[src/rtl/sirq_pkg.sv]
package sirq_pkg;

  typedef enum logic [1:0] {
    DET_LEVEL = 2'd0,
    DET_RISE  = 2'd1,
    DET_FALL  = 2'd2,
    DET_ANY   = 2'd3
  } det_mode_e;

  typedef enum logic [1:0] {
    CAP_PERBIT = 2'd0,
    CAP_WHOLE  = 2'd1,
    CAP_LIVE   = 2'd2,
    CAP_LIVE_B = 2'd3
  } cap_mode_e;

  localparam bit SEL_ENABLE = 1'b0;
  localparam bit SEL_MASK   = 1'b1;

endpackage

[src/rtl/sirq_edge_detect.sv]
module sirq_edge_detect
  import sirq_pkg::*;
#(
  parameter int WIDTH = 8
) (
  input  logic             clk,
  input  logic             rst_n,
  input  logic [WIDTH-1:0] evt_in,
  input  det_mode_e        mode,
  output logic [WIDTH-1:0] hit
);

  logic [WIDTH-1:0] prev_q;

  function automatic logic [WIDTH-1:0] find_hits(
    input logic [WIDTH-1:0] cur,
    input logic [WIDTH-1:0] old,
    input det_mode_e        m
  );
    case (m)
      DET_RISE: find_hits = cur & ~old;
      DET_FALL: find_hits = ~cur & old;
      DET_ANY:  find_hits = cur ^ old;
      default:  find_hits = cur;
    endcase
  endfunction

  always_ff @(posedge clk) begin
    if (!rst_n) prev_q <= '0;
    else        prev_q <= evt_in;
  end

  assign hit = find_hits(evt_in, prev_q, mode);


  rise_only_high_chk: assert property (@(posedge clk) disable iff (!rst_n)
    (mode == DET_RISE) |-> ((hit & ~evt_in) == '0));


  fall_only_low_chk: assert property (@(posedge clk) disable iff (!rst_n)
    (mode == DET_FALL) |-> ((hit & evt_in) == '0));

endmodule

[src/rtl/sirq_capture.sv]
module sirq_capture
  import sirq_pkg::*;
#(
  parameter int WIDTH = 8
) (
  input  logic             clk,
  input  logic             rst_n,
  input  logic [WIDTH-1:0] hit,
  input  cap_mode_e        mode,
  input  logic             clr_we,
  input  logic [WIDTH-1:0] clr_data,
  output logic [WIDTH-1:0] status,
  output logic [WIDTH-1:0] clr_mask
);

  logic [WIDTH-1:0] status_q;
  logic [WIDTH-1:0] status_d;
  logic [WIDTH-1:0] kept;

  function automatic logic [WIDTH-1:0] next_status(
    input logic [WIDTH-1:0] remain,
    input logic [WIDTH-1:0] h,
    input cap_mode_e        m
  );
    case (m)
      CAP_PERBIT: next_status = remain | h;
      CAP_WHOLE:  next_status = (remain == '0 && h != '0) ? h : remain;
      default:    next_status = h;
    endcase
  endfunction

  assign clr_mask = clr_we ? clr_data : '0;
  assign kept     = status_q & ~clr_mask;
  assign status_d = next_status(kept, hit, mode);

  always_ff @(posedge clk) begin
    if (!rst_n) status_q <= '0;
    else        status_q <= status_d;
  end

  assign status = status_q;


  perbit_hold_chk: assert property (@(posedge clk) disable iff (!rst_n)
    (mode == CAP_PERBIT && clr_mask == '0) |=>
      ((status_q & $past(status_q)) == $past(status_q)));


  hit_beats_clear_chk: assert property (@(posedge clk) disable iff (!rst_n)
    (mode == CAP_PERBIT) |=> ((status_q & $past(hit)) == $past(hit)));


  whole_hold_chk: assert property (@(posedge clk) disable iff (!rst_n)
    (mode == CAP_WHOLE && status_q != '0 && clr_mask == '0) |=> $stable(status_q));


  live_follow_chk: assert property (@(posedge clk) disable iff (!rst_n)
    (mode == CAP_LIVE || mode == CAP_LIVE_B) |=> (status_q == $past(hit)));

endmodule

[src/rtl/sirq_reduce.sv]
module sirq_reduce
  import sirq_pkg::*;
#(
  parameter int WIDTH = 8,
  parameter bit POL   = SEL_ENABLE
) (
  input  logic [WIDTH-1:0] bits,
  input  logic [WIDTH-1:0] sel,
  output logic             out
);

  logic [WIDTH-1:0] admitted;

  generate
    if (POL == SEL_MASK) begin : g_mask
      assign admitted = bits & ~sel;
    end else begin : g_enable
      assign admitted = bits & sel;
    end
  endgenerate

  assign out = |admitted;

endmodule

[src/rtl/sticky_irq_status.sv]
module sticky_irq_status
  import sirq_pkg::*;
#(
  parameter int WIDTH    = 8,
  parameter bit IRQ_POL  = SEL_ENABLE,
  parameter bit HALT_POL = SEL_MASK
) (
  input  logic             clk,
  input  logic             rst_n,
  input  logic [WIDTH-1:0] evt_in,
  input  logic [1:0]       det_sel,
  input  logic [1:0]       cap_sel,
  input  logic             clr_we,
  input  logic [WIDTH-1:0] clr_data,
  input  logic [WIDTH-1:0] irq_sel,
  input  logic [WIDTH-1:0] halt_sel,
  output logic [WIDTH-1:0] status,
  output logic             irq,
  output logic             halt
);

  det_mode_e        det_mode;
  cap_mode_e        cap_mode;
  logic [WIDTH-1:0] hit;
  logic [WIDTH-1:0] clr_mask;

  assign det_mode = det_mode_e'(det_sel);
  assign cap_mode = cap_mode_e'(cap_sel);

  sirq_edge_detect #(.WIDTH(WIDTH)) u_det (
    .clk(clk), .rst_n(rst_n), .evt_in(evt_in), .mode(det_mode), .hit(hit)
  );

  sirq_capture #(.WIDTH(WIDTH)) u_cap (
    .clk(clk), .rst_n(rst_n), .hit(hit), .mode(cap_mode),
    .clr_we(clr_we), .clr_data(clr_data), .status(status), .clr_mask(clr_mask)
  );

  sirq_reduce #(.WIDTH(WIDTH), .POL(IRQ_POL)) u_irq (
    .bits(status), .sel(irq_sel), .out(irq)
  );

  sirq_reduce #(.WIDTH(WIDTH), .POL(HALT_POL)) u_halt (
    .bits(status), .sel(halt_sel), .out(halt)
  );


  irq_quiet_chk: assert property (@(posedge clk) disable iff (!rst_n)
    (status == '0) |-> !irq);


  halt_quiet_chk: assert property (@(posedge clk) disable iff (!rst_n)
    (status == '0) |-> !halt);


  reset_clear_chk: assert property (@(posedge clk)
    !rst_n |=> (status == '0));

endmodule

[config.mk]
export PLATFORM = sky130hd
export DESIGN_NAME = sticky_irq_status
export DESIGN_NICKNAME = d
export VERILOG_FILES = /design/src/rtl/sirq_pkg.sv /design/src/rtl/sirq_edge_detect.sv /design/src/rtl/sirq_capture.sv /design/src/rtl/sirq_reduce.sv /design/src/rtl/sticky_irq_status.sv
export SDC_FILE = /design/constraint.sdc
export NUM_CORES = 1
export LEC_CHECK = 0
export CAP_MARGIN = 20
export CELL_PAD_IN_SITES_DETAIL_PLACEMENT = 0
export CELL_PAD_IN_SITES_GLOBAL_PLACEMENT = 1
export CORE_ASPECT_RATIO = 1.4
export CORE_MARGIN = 2
export CORE_UTILIZATION = 28
export CTS_BUF_LIST = sky130_fd_sc_hd__clkbuf_4 sky130_fd_sc_hd__clkbuf_8
export CTS_CLUSTER_SIZE = 8
export DETAILED_ROUTE_END_ITERATION = 8
export GPL_TIMING_DRIVEN = 0
export HOLD_SLACK_MARGIN = 0.06
export PLACE_DENSITY = 0.8
export SETUP_SLACK_MARGIN = 0.5
export SLEW_MARGIN = 20
export SYNTH_ARGS = -nofsm -noshare
export SYNTH_HDL_FRONTEND = slang
export SYNTH_SLANG_ARGS = --single-unit
[constraint.sdc]
create_clock -name clk -period 1.4 [get_ports clk]
set_input_delay 0.35 -clock clk [delete_from_list [all_inputs] [get_ports clk]]
set_output_delay 0.35 -clock clk [all_outputs]
set_load 0.02 [all_outputs]
### After elaboration in Yosys (flattened, before gate mapping)

Cells that the tools add are included.

* register bits after elaboration: 16
* word-level logic and storage cells: 27

* equality and inequality tests: 4
* mux-type cells: 4
* bitwise logic cells: 11
* reductions and logical operators: 6

Operators with widths (number)
* 8-bit AND: 5
* 8-bit inverter: 4
* 8-bit one-hot mux with 3 select lines: 1
* 8-bit two-way mux: 2
* 8-bit one-hot mux with 2 select lines: 1
* 8-bit OR reduction: 2
* 8-bit logical NOT: 1
* 8-bit OR: 1
* 8-bit nonzero test: 1
* 8-bit XOR: 1
* 2-bit by 1-bit == test with 1-bit output (second input constant): 2
* 2-bit == test (second input constant): 2
* 2-bit logical NOT: 1
* 1-bit logical AND: 1

### Longest topological paths before layout

* depth in word-level cells: 7
* depth in mapped cells: 6
* mapped depth without buffers: 6

### Hierarchy

A second synthesis with hierarchy kept.

* cells, all modules: 167
* area total of the unflattened synthesis: 1483.9 sq um

Modules (own cells, without submodules)
* sirq_edge_detect: times used 1, cells an instance 66, area an instance 696.9 sq um, seq. area each 160.2 sq um
* sirq_capture: times used 1, cells an instance 83, area an instance 688.2 sq um, seq. area each 160.2 sq um
* sirq_reduce (u_halt): times used 1, cells an instance 13, area an instance 62.6 sq um, seq. area each 0.0 sq um
* sirq_reduce (u_irq): times used 1, cells an instance 5, area an instance 36.3 sq um, seq. area each 0.0 sq um

### Worst setup path after synthesis

Ideal clock, no wire load.

* path kind: register to output
* start point: reg u_cap.status_q[0] (netlist: u_cap.status[0])
* end point: out halt
* data arrival time: 1.175 ns
* data required time: 1.050 ns
* slack: -0.125 ns
* cell stages (with the launch flop): 4
* path buffers: 0
* cells stage by stage: dfxtp_1 > inv_1 > o22ai_1 > or4_1

* cells in the longest elaborated chain, start to end: 2

RTL lines
* start, declared: RTL line sirq_capture.sv:16 `logic [WIDTH-1:0] status_q;`
* start signal, assigned: RTL line sirq_capture.sv:38 `else status_q <= status_d;`
* 8-bit AND: RTL line sirq_reduce.sv:16 `assign admitted = bits & ~sel;`
* 8-bit OR reduction: RTL line sirq_reduce.sv:22 `assign out = |admitted;`
* end, declared: RTL line sticky_irq_status.sv:19 `output logic halt`

No other way between the ends.

### Worst setup path after layout

* start point: reg u_cap.status_q[5] (netlist: u_cap.status[5])
* end point: out halt

The elaborated chain is that of the path after synthesis.

==> results_dict.tcl <==
set metrics [dict create \
    path_max_fanout 2 \
    n_fill_cell 423 \
    grt_max_degree 11 \
    path_delay_family "simple AND/OR/NAND/NOR gates" \
    port_buffers 45 \
    htreeDepth 1 \
    report.final.slew_viol_count 0 \
    firstDrtPassIters 4 \
    fp.dieArea_um2 4830 \
    clock_path_buffers 2 \
    grt_pass1_vias 1253 \
    grt_pass1_wl_um 5290 \
    n_antenna_cell 0 \
    hold_start "clr_data[0]" \
    die_w_um 59.3 \
    synth-seq-cells 16 \
    globalplace.congestion 0.722 \
    yosysWarnings 0 \
    fin_crit_ns 1.72 \
    yosysUniqueCellTypes 26 \
    synth.avg_cell_area_um2 7.49 \
    vdd_drop_max_mv 0.429 \
    timing.final.crit_share 1.23 \
    fin_nets 277 \
    crit_path_end_kind "primary output" \
    rsz0062_at_grt "true" \
    p_int_mw 1.05 \
    synth.area.top_cells "dfxtp_1 (27%), ha_1 (17%), inv_1 (7.8%)" \
    critPathBufInv 2 \
    cts_tree "built" \
    worst_pin_slew_ns 0.454 \
    drc 0 \
    hold_viol_final 0 \
    hp-class "primary input to flip-flop" \
    rows 28 \
    grt_usage 0.141 \
    dp.final_hpwl_um 2420 \
    status "finished, violations left" \
    p_comb_frac 0.417 \
    cts_root_buffer "clkbuf_8" \
    synth_area_um2 1200 \
    seqPwrFrac 0.361 \
    path_clk_slew_ns 0.06 \
    synth_area_leader_cell "dfxtp_1" \
    finalNonFillerCells 265 \
    coreArea_um2 4170 \
    cp.required_ns 1.05 \
    worst_slack_ns -0.316 \
    wl_per_cell_um 12.1 \
    fin_skew_ns 0.000554 \
    cp.arrival_ns 1.37 \
    cp-start-kind "flip-flop" \
    p_sw_uw 465 \
    post-place-ws_ns -0.887 \
    antenna_violating_nets_post_route 0 \
    fmax_mhz 583 \
    via_count 1235 \
    antenna_found_initial 0 \
    cpPeakStageDelay_ns 0.53 \
    area_growth_pct 63.0 \
    p_per_area_nw_per_um2 774 \
    cts_buffers 3 \
    switching_share 0.308 \
    drt-initial-drc-count 14 \
    insertion_delay_ns 0.24 \
    maxSlewHeadroom 0.698 \
    placedCellCount 250 \
    setup_violations 10 \
    synth-seq-area-share 0.267 \
    drive_gt1_frac 0.241 \
    cts.sinks 16 \
    grt_overflow_total 0 \
    routed_wl_um 3200 \
    design_area_um2 1950 \
    violations "negative setup slack" \
    leakagePower_nw 0.900 \
    start_util 0.288 \
    hold_buffers 0 \
    path_cells "inv_2 -> o22ai_2 -> or4_4 -> buf_6" \
    slowest_stage "or4_4" \
    critPathKind "flip-flop to primary output" \
    placed_cell_area_um2 1730 \
    netlist_instances 160 \
    ios 49 \
    via_per_inst 4.66 \
    crit_start "u_cap.status[5]" \
    clock_power_share 0.222 \
    die_y_um 81.4 \
    synth_nets 215 \
    yosysTopAreaCellShare 0.267 \
    maxCapViolCount 0 \
    r2r_start "u_cap.status[4]" \
]
## worst min-delay path, cell delays in order
cell            delay [ns]
dlymetal6s2s_1        0.11
nand2_1               0.06
nand3_1               0.08
o21ai_1               0.05
## stage by stage
| stage | total power, mW | utilization | hold slack [ns] | TNS (ns) |
|---|---|---|---|---|
| floorplan | 0.828 | - | 0.472 | 0 |
| global placement | 1.08 | 0.415 | 0.494 | -5.91 |
| detailed placement | 1.08 | 0.415 | 0.498 | -6.26 |
| CTS | 1.51 | 0.455 | 0.510 | -2.26 |
| global route | 1.61 | 0.469 | 0.492 | -2.65 |
| finish | 1.51 | 0.469 | 0.444 | -2.08 |
## Yosys cell counts
| cell type | count |
|---|---|
| a22oi_1 | 4 |
| dfxtp_1 | 16 |
| nor4_2 | 2 |
| inv_1 | 25 |
| o2111ai_1 | 1 |
| buf_1 | 2 |
| or4_1 | 1 |
| nand2_1 | 8 |
| nor2_1 | 16 |
| buf_2 | 2 |
| o21ai_1 | 8 |
| nor2b_1 | 1 |
| a21oi_1 | 17 |
| and2_1 | 8 |
| mux2i_1 | 8 |
| o22ai_1 | 4 |
| o221ai_1 | 1 |
| clkbuf_1 | 3 |
| o41a_1 | 1 |
| ha_1 | 16 |
| nand3_1 | 8 |
| o21ai_0 | 2 |
| clkbuf_2 | 1 |
| nand2b_1 | 3 |
| or2b_1 | 1 |
| nand4_1 | 1 |
## power groups by stage
stage	clock network (mW)	registers, mW	logic (mW)
CTS	0.359	0.547	0.600
floorplan	0	0.591	0.237
global route	0.368	0.552	0.693
finish	0.336	0.546	0.631
global placement	0	0.571	0.505
detailed placement	0	0.572	0.508
## registers in the layout (all words and copies together), names as in the netlist
signal	count
u_cap.status	8
u_det.prev_q	8
## layer usage
metal,vias up,track usage,share of wire
met5,-,0,0
li1,659,-,-
met4,0,0.0682,0.019
met2,42,0.268,0.50
met3,5,0.0205,0.068
met1,529,0.147,0.41
## final timing paths
kind,endpoint,slack [ns],cells past startpoint
worst min register to register,u_cap.status[7],0.50,2
worst max register to register,u_cap.status[4],-0.17,5
worst min-delay path,u_cap.status[0],0.44,4
worst max-delay path,halt,-0.32,4
## cell families after synthesis
| family | after synthesis | share of synthesized area |
|---|---|---|
| multiplexers | 8 | 0.0668 |
| adder cells (fa/ha/maj) | 16 | 0.167 |
| AND/OR/NAND/NOR | 49 | 0.210 |
| buffers and inverters | 33 | 0.106 |
| flip-flops | 16 | 0.267 |
| AO/OA/AOI/OAI | 38 | 0.183 |
## cell usage in the layout (no fill, tap or decap), drive strengths merged, types with 2 or more instances in the layout
cell | Yosys | final
buf | 4 | 26
inv | 25 | 25
clkdlybuf4s50 | 0 | 22
a21oi | 17 | 17
nor2 | 16 | 16
ha | 16 | 16
dfxtp | 16 | 16
dlygate4sd2 | 0 | 11
o21ai | 10 | 10
mux2i | 8 | 8
nand2 | 8 | 8
nand3 | 8 | 8
and2 | 8 | 8
clkbuf | 4 | 7
a22oi | 4 | 4
o22ai | 4 | 4
nand2b | 3 | 3
nor4 | 2 | 2
## repair_timing
| item | in CTS | in global routing |
|---|---|---|
| gates resized for setup | 87 | 10 |
| hold endpoints to repair | 0 | 0 |
| gates cloned | 0 | 0 |
| endpoints found under the setup margin | 26 | 19 |
| pin swaps | 10 | 7 |
| setup buffers | 9 | 3 |
## area by class of cell
| type | count | area (um^2) | share of cell area |
|---|---|---|---|
| Sequential cell | 16 | 350 | 0.179 |
| Tap cell | 45 | 56.3 | 0.0288 |
| Inverter | 25 | 93.8 | 0.0480 |
| Multi-Input combinational cell | 111 | 796 | 0.407 |
| Timing Repair Buffer | 57 | 573 | 0.293 |
| Clock buffer | 3 | 41.3 | 0.0211 |
| Buffer | 8 | 43.8 | 0.0224 |
Note: power is estimated with default switching activity, not from simulation.
